**src/rtl/bypass_pkg.sv**
```systemverilog
package bypass_pkg;
  parameter int unsigned DEF_DATA_W = 16;
  parameter int unsigned DEF_REG_AW = 6;
  parameter int unsigned DEF_SLOTS  = 4;
  parameter int unsigned DEF_STAGES = 2;

  // mask of all entry indices strictly below the entry chosen by sel
  function automatic logic [31:0] lower_mask(input int unsigned sel);
    logic [31:0] m;
    m = '0;
    for (int i = 0; i < 32; i++)
      if (i + 1 < int'(sel)) m[i] = 1'b1;
    return m;
  endfunction
endpackage

```
**src/rtl/byp_cmp.sv**
```systemverilog
module byp_cmp #(
  parameter int unsigned AW = 6
) (
  input  logic [AW-1:0] dst,
  input  logic [AW-1:0] src,
  input  logic          vld,
  output logic          hit
);
  always_comb hit = vld && (dst == src);
endmodule

```
**src/rtl/byp_prio_enc.sv**
```systemverilog
module byp_prio_enc #(
  parameter int unsigned N     = 8,
  parameter int unsigned SEL_W = $clog2(N + 1)
) (
  input  logic [N-1:0]     hits,
  output logic [SEL_W-1:0] sel,
  output logic [N-1:0]     grant
);
  always_comb begin
    sel   = '0;
    grant = '0;
    for (int i = N - 1; i >= 0; i--) begin
      if (hits[i]) begin
        sel   = SEL_W'(i + 1);
        grant = '0;
        grant[i] = 1'b1;
      end
    end
  end
endmodule

```
**src/rtl/byp_mux.sv**
```systemverilog
module byp_mux #(
  parameter int unsigned N     = 8,
  parameter int unsigned DW    = 16,
  parameter int unsigned SEL_W = $clog2(N + 1)
) (
  input  logic [SEL_W-1:0] sel,
  input  logic [DW-1:0]    rp,
  input  logic [N*DW-1:0]  ent,
  output logic [DW-1:0]    y
);
  always_comb begin
    y = rp;
    for (int i = 0; i < N; i++)
      if (sel == SEL_W'(i + 1)) y = ent[i*DW +: DW];
  end
endmodule

```
**src/rtl/bypass_fwd_unit.sv**
```systemverilog
module bypass_fwd_unit
  import bypass_pkg::*;
#(
  parameter int unsigned DATA_W  = DEF_DATA_W,
  parameter int unsigned REG_AW  = DEF_REG_AW,
  parameter int unsigned SLOTS   = DEF_SLOTS,
  parameter int unsigned STAGES  = DEF_STAGES,
  parameter bit          REG_OUT = 1'b1
) (
  input  logic                              clk,
  input  logic                              rst_n,
  input  logic [REG_AW-1:0]                 src_reg,
  input  logic [DATA_W-1:0]                 rp_data,
  input  logic [SLOTS*STAGES*DATA_W-1:0]    pipe_data,
  input  logic [SLOTS*STAGES*REG_AW-1:0]    pipe_dst,
  input  logic [SLOTS*STAGES-1:0]           pipe_vld,
  output logic [DATA_W-1:0]                 operand_out
);
  localparam int unsigned N     = SLOTS * STAGES;
  localparam int unsigned SEL_W = $clog2(N + 1);

  logic [N-1:0]      hit_vec;
  logic [N-1:0]      grant_vec;
  logic [SEL_W-1:0]  fwd_sel;
  logic [DATA_W-1:0] mux_val;

  for (genvar g = 0; g < N; g++) begin : g_cmp
    byp_cmp #(.AW(REG_AW)) cmp_i (
      .dst (pipe_dst[g*REG_AW +: REG_AW]),
      .src (src_reg),
      .vld (pipe_vld[g]),
      .hit (hit_vec[g])
    );
  end

  byp_prio_enc #(.N(N), .SEL_W(SEL_W)) enc_i (
    .hits  (hit_vec),
    .sel   (fwd_sel),
    .grant (grant_vec)
  );

  byp_mux #(.N(N), .DW(DATA_W), .SEL_W(SEL_W)) mux_i (
    .sel (fwd_sel),
    .rp  (rp_data),
    .ent (pipe_data),
    .y   (mux_val)
  );

  if (REG_OUT) begin : g_reg
    logic [DATA_W-1:0] q;
    always_ff @(posedge clk or negedge rst_n)
      if (!rst_n) q <= '0;
      else        q <= mux_val;
    assign operand_out = q;

    // registered output lags the selection by one edge
    p_reg_lag_r7: assert property (@(posedge clk) disable iff (!rst_n)
      $past(rst_n) |-> operand_out == $past(mux_val));
  end else begin : g_comb
    assign operand_out = mux_val;
  end

  // at most one entry granted
  p_grant_onehot_r5: assert property (@(posedge clk) disable iff (!rst_n)
    $onehot0(grant_vec));

  // no hit keeps the read port
  p_no_hit_rp_r2: assert property (@(posedge clk) disable iff (!rst_n)
    (hit_vec == '0) |-> (fwd_sel == '0 && mux_val == rp_data));

  // a chosen entry is valid and its number matches
  p_sel_valid_r3: assert property (@(posedge clk) disable iff (!rst_n)
    (fwd_sel != '0) |-> (pipe_vld[fwd_sel - 1'b1] &&
      pipe_dst[(fwd_sel - 1'b1)*REG_AW +: REG_AW] == src_reg));

  // no lower-index entry hits when one is chosen
  p_lowest_wins_r5: assert property (@(posedge clk) disable iff (!rst_n)
    (fwd_sel != '0) |-> ((hit_vec & N'(lower_mask(fwd_sel))) == '0));
endmodule

```
**config.mk**
```make
export PLATFORM = sky130hd
export DESIGN_NAME = bypass_fwd_unit
export DESIGN_NICKNAME = d
export VERILOG_FILES = /design/src/rtl/bypass_pkg.sv /design/src/rtl/byp_cmp.sv /design/src/rtl/byp_prio_enc.sv /design/src/rtl/byp_mux.sv /design/src/rtl/bypass_fwd_unit.sv
export SDC_FILE = /design/constraint.sdc
export NUM_CORES = 1
export LEC_CHECK = 0
export ABC_CLOCK_PERIOD_IN_PS = 800
export BUFFER_PORTS_ARGS = -buffer_cell sky130_fd_sc_hd__clkbuf_2
export CORE_AREA = 2 2 87 89
export CTS_CLUSTER_SIZE = 8
export DETAILED_ROUTE_END_ITERATION = 8
export DIE_AREA = 0 0 89 91
export PLACE_DENSITY = 0.78
export SYNTH_ARGS = -nofsm -noshare
export SYNTH_HDL_FRONTEND = slang
export SYNTH_HIERARCHICAL = 1
export SYNTH_SLANG_ARGS = --single-unit
```
**constraint.sdc**
```tcl
create_clock -name clk -period 0.8 [get_ports clk]
set_input_delay 0.04 -clock clk [delete_from_list [all_inputs] [get_ports clk]]
set_output_delay 0.04 -clock clk [all_outputs]
set_load 0.1 [all_outputs]
```
==> Word-level counts from Yosys, hierarchy flattened <==
Cells that the tools add are included.
{ "word_totals": {"regBits": 16, "output_inout_bits": 16} }
{ "op_classes": {"n_eq_ne": 16, "muxes": 16, "n_reduce_logical": 8} }
{ "op_table": {"columns": ["operator", "n"], "rows": [
  ["$mux W16", 8],
  ["$eq A6 B6 Y1", 8],
  ["$mux W4", 8],
  ["$eq A4 B3 Y1 const B", 4],
  ["$eq A4 B2 Y1 const B", 2],
  ["$logic_and A1 B1 Y1", 8],
  ["$eq A4 B1 Y1 const B", 1],
  ["$eq A4 B4 Y1 const B", 1]
]} }

==> Longest topological paths before layout <==
{ "logic_depth": {"ltp_word": 19, "depth_mapped": 13} }

==> Cells and area by module <==
The synthesis kept the hierarchy.
{ "modules_own_cells": {"columns": ["mod", "n_inst", "cells_each", "area_each_um2", "seq_area_each_um2"], "rows": [
  ["byp_mux", 1, 262, 1535.2, 0.0],
  ["byp_cmp", 8, 8, 71.3, 0.0],
  ["bypass_fwd_unit", 1, 16, 400.4, 400.4],
  ["byp_prio_enc", 1, 23, 142.6, 0.0]
]} }

==> Worst setup path after synthesis <==
OpenSTA, ideal clock, no wires.
{ "synth_path": {"path_type": "input-to-reg", "start": "input src_reg[3]", "end": "register g_reg.q[1] (netlist: operand_out[1])", "setup_time_ns": 0.078, "arrival_time_ns": 2.145, "required_time_ns": 0.722, "setup_slack_ns": -1.423, "path_stages": 11, "path_buffers": 2, "cell_sequence": "xor2_1 > nor4_2 > or3_4 > nor3_2 > and3_1 > buf_4 > nor2_4 > buf_1 > o22ai_1 > a221o_1 > a21oi_1"} }
{ "synth_via": {"word_cells_on_any_way": 40} }
{ "synth_rtl": {"columns": ["element", "line_no", "text"], "rows": [
  ["from (decl)", "bypass_fwd_unit.sv:12", "input logic [REG_AW-1:0] src_reg,"],
  ["$eq A6 B6 Y1 *", "byp_cmp.sv:9", "always_comb hit = vld && (dst == src);"],
  ["$logic_and A1 B1 Y1 *", "byp_cmp.sv:9", null],
  ["named net hit_vec[0]", "bypass_fwd_unit.sv:22", "logic [N-1:0] hit_vec;"],
  ["$mux W4 *", "byp_prio_enc.sv:13", "if (hits[i]) begin"],
  ["named net fwd_sel[3]", "bypass_fwd_unit.sv:24", "logic [SEL_W-1:0] fwd_sel;"],
  ["$eq A4 B1 Y1", "byp_mux.sv:14", "if (sel == SEL_W'(i + 1)) y = ent[i*DW +: DW];"],
  ["$mux W16 (7 in series)", "byp_mux.sv:14", null],
  ["$mux W16 *", "byp_mux.sv:14", null],
  ["named net mux_val[1]", "bypass_fwd_unit.sv:25", "logic [DATA_W-1:0] mux_val;"],
  ["to (signal assigned)", "bypass_fwd_unit.sv:53", "else q <= mux_val;"],
  ["to (decl)", "bypass_fwd_unit.sv:50", "logic [DATA_W-1:0] q;"]
]} }
Mark *: on every way through the listed nets, which the timed path passes. The rest lies on a longest branch.

==> Worst setup path after layout <==
{ "layout_path": {"start": "input src_reg[3]", "end": "register g_reg.q[13] (netlist: operand_out[13])"} }
{ "layout_via": {"word_cells_on_any_way": 40} }
{ "layout_rtl": {"columns": ["element", "line_no"], "rows": [
  ["$eq A6 B6 Y1 *", "byp_cmp.sv:9"],
  ["$logic_and A1 B1 Y1 *", "byp_cmp.sv:9"],
  ["named net hit_vec[5]", "bypass_fwd_unit.sv:22"],
  ["$mux W4 * (6 in series)", "byp_prio_enc.sv:13"],
  ["named net fwd_sel[0]", "bypass_fwd_unit.sv:24"],
  ["$eq A4 B1 Y1", "byp_mux.sv:14"],
  ["$mux W16 (7 in series)", "byp_mux.sv:14"],
  ["$mux W16 *", "byp_mux.sv:14"],
  ["named net mux_val[13]", "bypass_fwd_unit.sv:25"]
]} }
Marks and branches as above.

==> results by group <==
Worst setup path
  • CP bufs+invs: 3
  • Crit path DAT: 2.46 ns
  • Setup CP Type: in2reg
  • Crit path max fanout: 11
  • Crit-path slowest cell: or3_4
  • Critical Path RT: 0.95 ns
  • Critical Path Source Type: input port
  • CP delay by family, top: compound AO/OA/AOI/OAI gates
  • CP dominant cell by count: a21oi_2
  • Endpoint class of the critical path: flop
  • Worst-path cell chain: clkbuf_16 > xor2_2 > nor4_2 > nor2b_1 > or3_4 > a21o_4 > buf_12 > bufbuf_16 > o21ai_0 > o21ai_1 > a21oi_2 > a21oi_2
  • Crit path largest cell delay: 0.37 ns

Floorplanning
  • Initial core utilization: 36.4%
  • Die area: 8100 um2
  • Standard-cell rows: 31
  • Core area: 7140 um2
  • Die extent in x: 89 um
  • Io pins: 224
  • DIE HEIGHT: 91 um

Synthesis
  • Syn Std Cell Area: 2600 um2
  • Syn_nets: 565
  • Syn avg cell area: 7.28 um2
  • Synth warnings: 6
  • Gate Count Post-Synth: 357

GRT
  • M3 GR Usage: 5.55%
  • Most Crowded Layer GR: met2
  • Met2 Resource Use GR: 56.7%
  • Initial antenna violation count: 0
  • Number of global-route vias before repair: 4,292
  • First-pass GRT wire length: 20,700 um
  • Largest net degree at the start of global routing: 27
  • All-layer global routing usage: 32.3%
  • Grt ovf: 0
  • Grt met1 use: 36.0%

Outcome
  • Violated checks: negative setup slack
  • Status: finished, violations left

Detailed routing
  • Wire length per cell: 20.0 um
  • Total Wirelength: 14,500 um
  • Drt first-iter violations: 289
  • Antenna Nets Post-Route: 0
  • DR vias/cell: 5.94
  • Drt first pass iters: 5
  • Drt drc: 0
  • Routed via count: 4,316

Timing
  • Slew HR: 70.1%
  • Fmax achieved: 0.433 GHz
  • RSZ-0062 raised after global routing: true
  • Setup Viol. Count Final: 32
  • Count of final hold-check violations: 0
  • Fin crit period: 2.31 ns
  • Max-slew violation count: 0
  • Worst setup margin: -1.51 ns
  • Fin crit share: 289%
  • Slew @ Worst Pin: 0.449 ns
  • Setup TNS: -24.56 ns

Clock network
  • H-tree levels: 1
  • Root Buffer: clkbuf_8
  • Num CTS Buffers: 3
  • CTS Buffer Depth: 2
  • Clk sinks: 16
  • Worst-path clk slew: 0.07 ns
  • CTS tree: built

Place
  • GP Congestion: 0.964
  • Port buffer count: 223
  • Cells after DPL: 690
  • Worst slack at placement: -1.73 ns
  • Placed wire-length estimate: 9790 um
  • Placed cell areas: 4410 um2

Final layout
  • Max reg flops: 16
  • Final instance area: 5390 um2
  • Commonest non-fill, non-tap cell in the layout: clkbuf_2
  • Fill count: 492
  • Commonest non-fill, non-tap cells in the layout: clkbuf_2 (200), buf_4 (45), o21ai_1 (37), o22ai_1 (31), buf_12 (28)
  • Area growth syn-to-layout: 108%
  • Share of cells above drive strength 1: 61.1%
  • # diodes: 0
  • Register area: 408 um2
  • Multi-input gate area in the final layout: 2520 um2
  • Final nets: 837
  • Post-route insts no fill: 727

Power and ir drop
  • PD cells: 1030 nW/um2
  • Max VDD drop: 653 uV
  • Total power: 5.55 mW
  • Leak Pwr: 2.40 nW

Hold path
  • HP Class: in2reg

Job
  • Max Cap Violations: 0
## worst paths after layout
| kind | from | endpoint | slack [ns] | depth (start not counted) |
|---|---|---|---|---|
| max | src_reg[3] | operand_out[13] | -1.51 | 12 |
| min | pipe_data[119] | operand_out[7] | 0.03 | 3 |
| max in group asynchronous | rst_n | operand_out[7] | 0.20 | 2 |
| min in group asynchronous | rst_n | operand_out[9] | 0.25 | 2 |
## through the flow
| stage | utilization, % | hold slack (ns) |
|---|---|---|
| 4_1_cts | 72.9 | 0.0301 |
| 3_3_place_gp | 61.8 | -0.0176 |
| 2_1_floorplan | - | -0.256 |
| 6_report | 75.6 | 0.0268 |
| 3_5_place_dp | 61.8 | -0.0170 |
| 5_1_grt | 75.6 | 0.0393 |
## power breakdown
| group | internal (mW) | switching [mW] |
|---|---|---|
| logic | 1.70 | 2.05 |
| registers | 0.940 | 0.110 |
| clock network | 0.439 | 0.315 |
| total | 3.07 | 2.47 |
## timing repair
item                       CTS  global route
setup buffers               18             5
pin swaps                   31            16
hold endpoints to repair    16             0
gates resized for setup     80            38
setup endpoints to repair   32            32
hold buffers                 1             0
gates cloned                 9             0
## metal layers
layer | share of wire [%] | wire length [um]
met1 | 35 | 5040
met3 | 9.4 | 1370
met5 | 0 | 0
met2 | 49 | 7160
met4 | 6.5 | 947
## layout make-up
type	count	area share [%]
Sequential cell	16	7.56
Multi-Input combinational cell	311	46.8
Tap cell	99	2.30
Clock buffer	4	1.02
Inverter	3	0.348
Timing Repair Buffer	294	42.0
## tightest hold or removal path, stage by stage
cell and delay, ns:
clkbuf_2 0.09, o21ai_1 0.06, o31ai_1 0.06
Note: power is estimated with default switching activity, not from simulation.
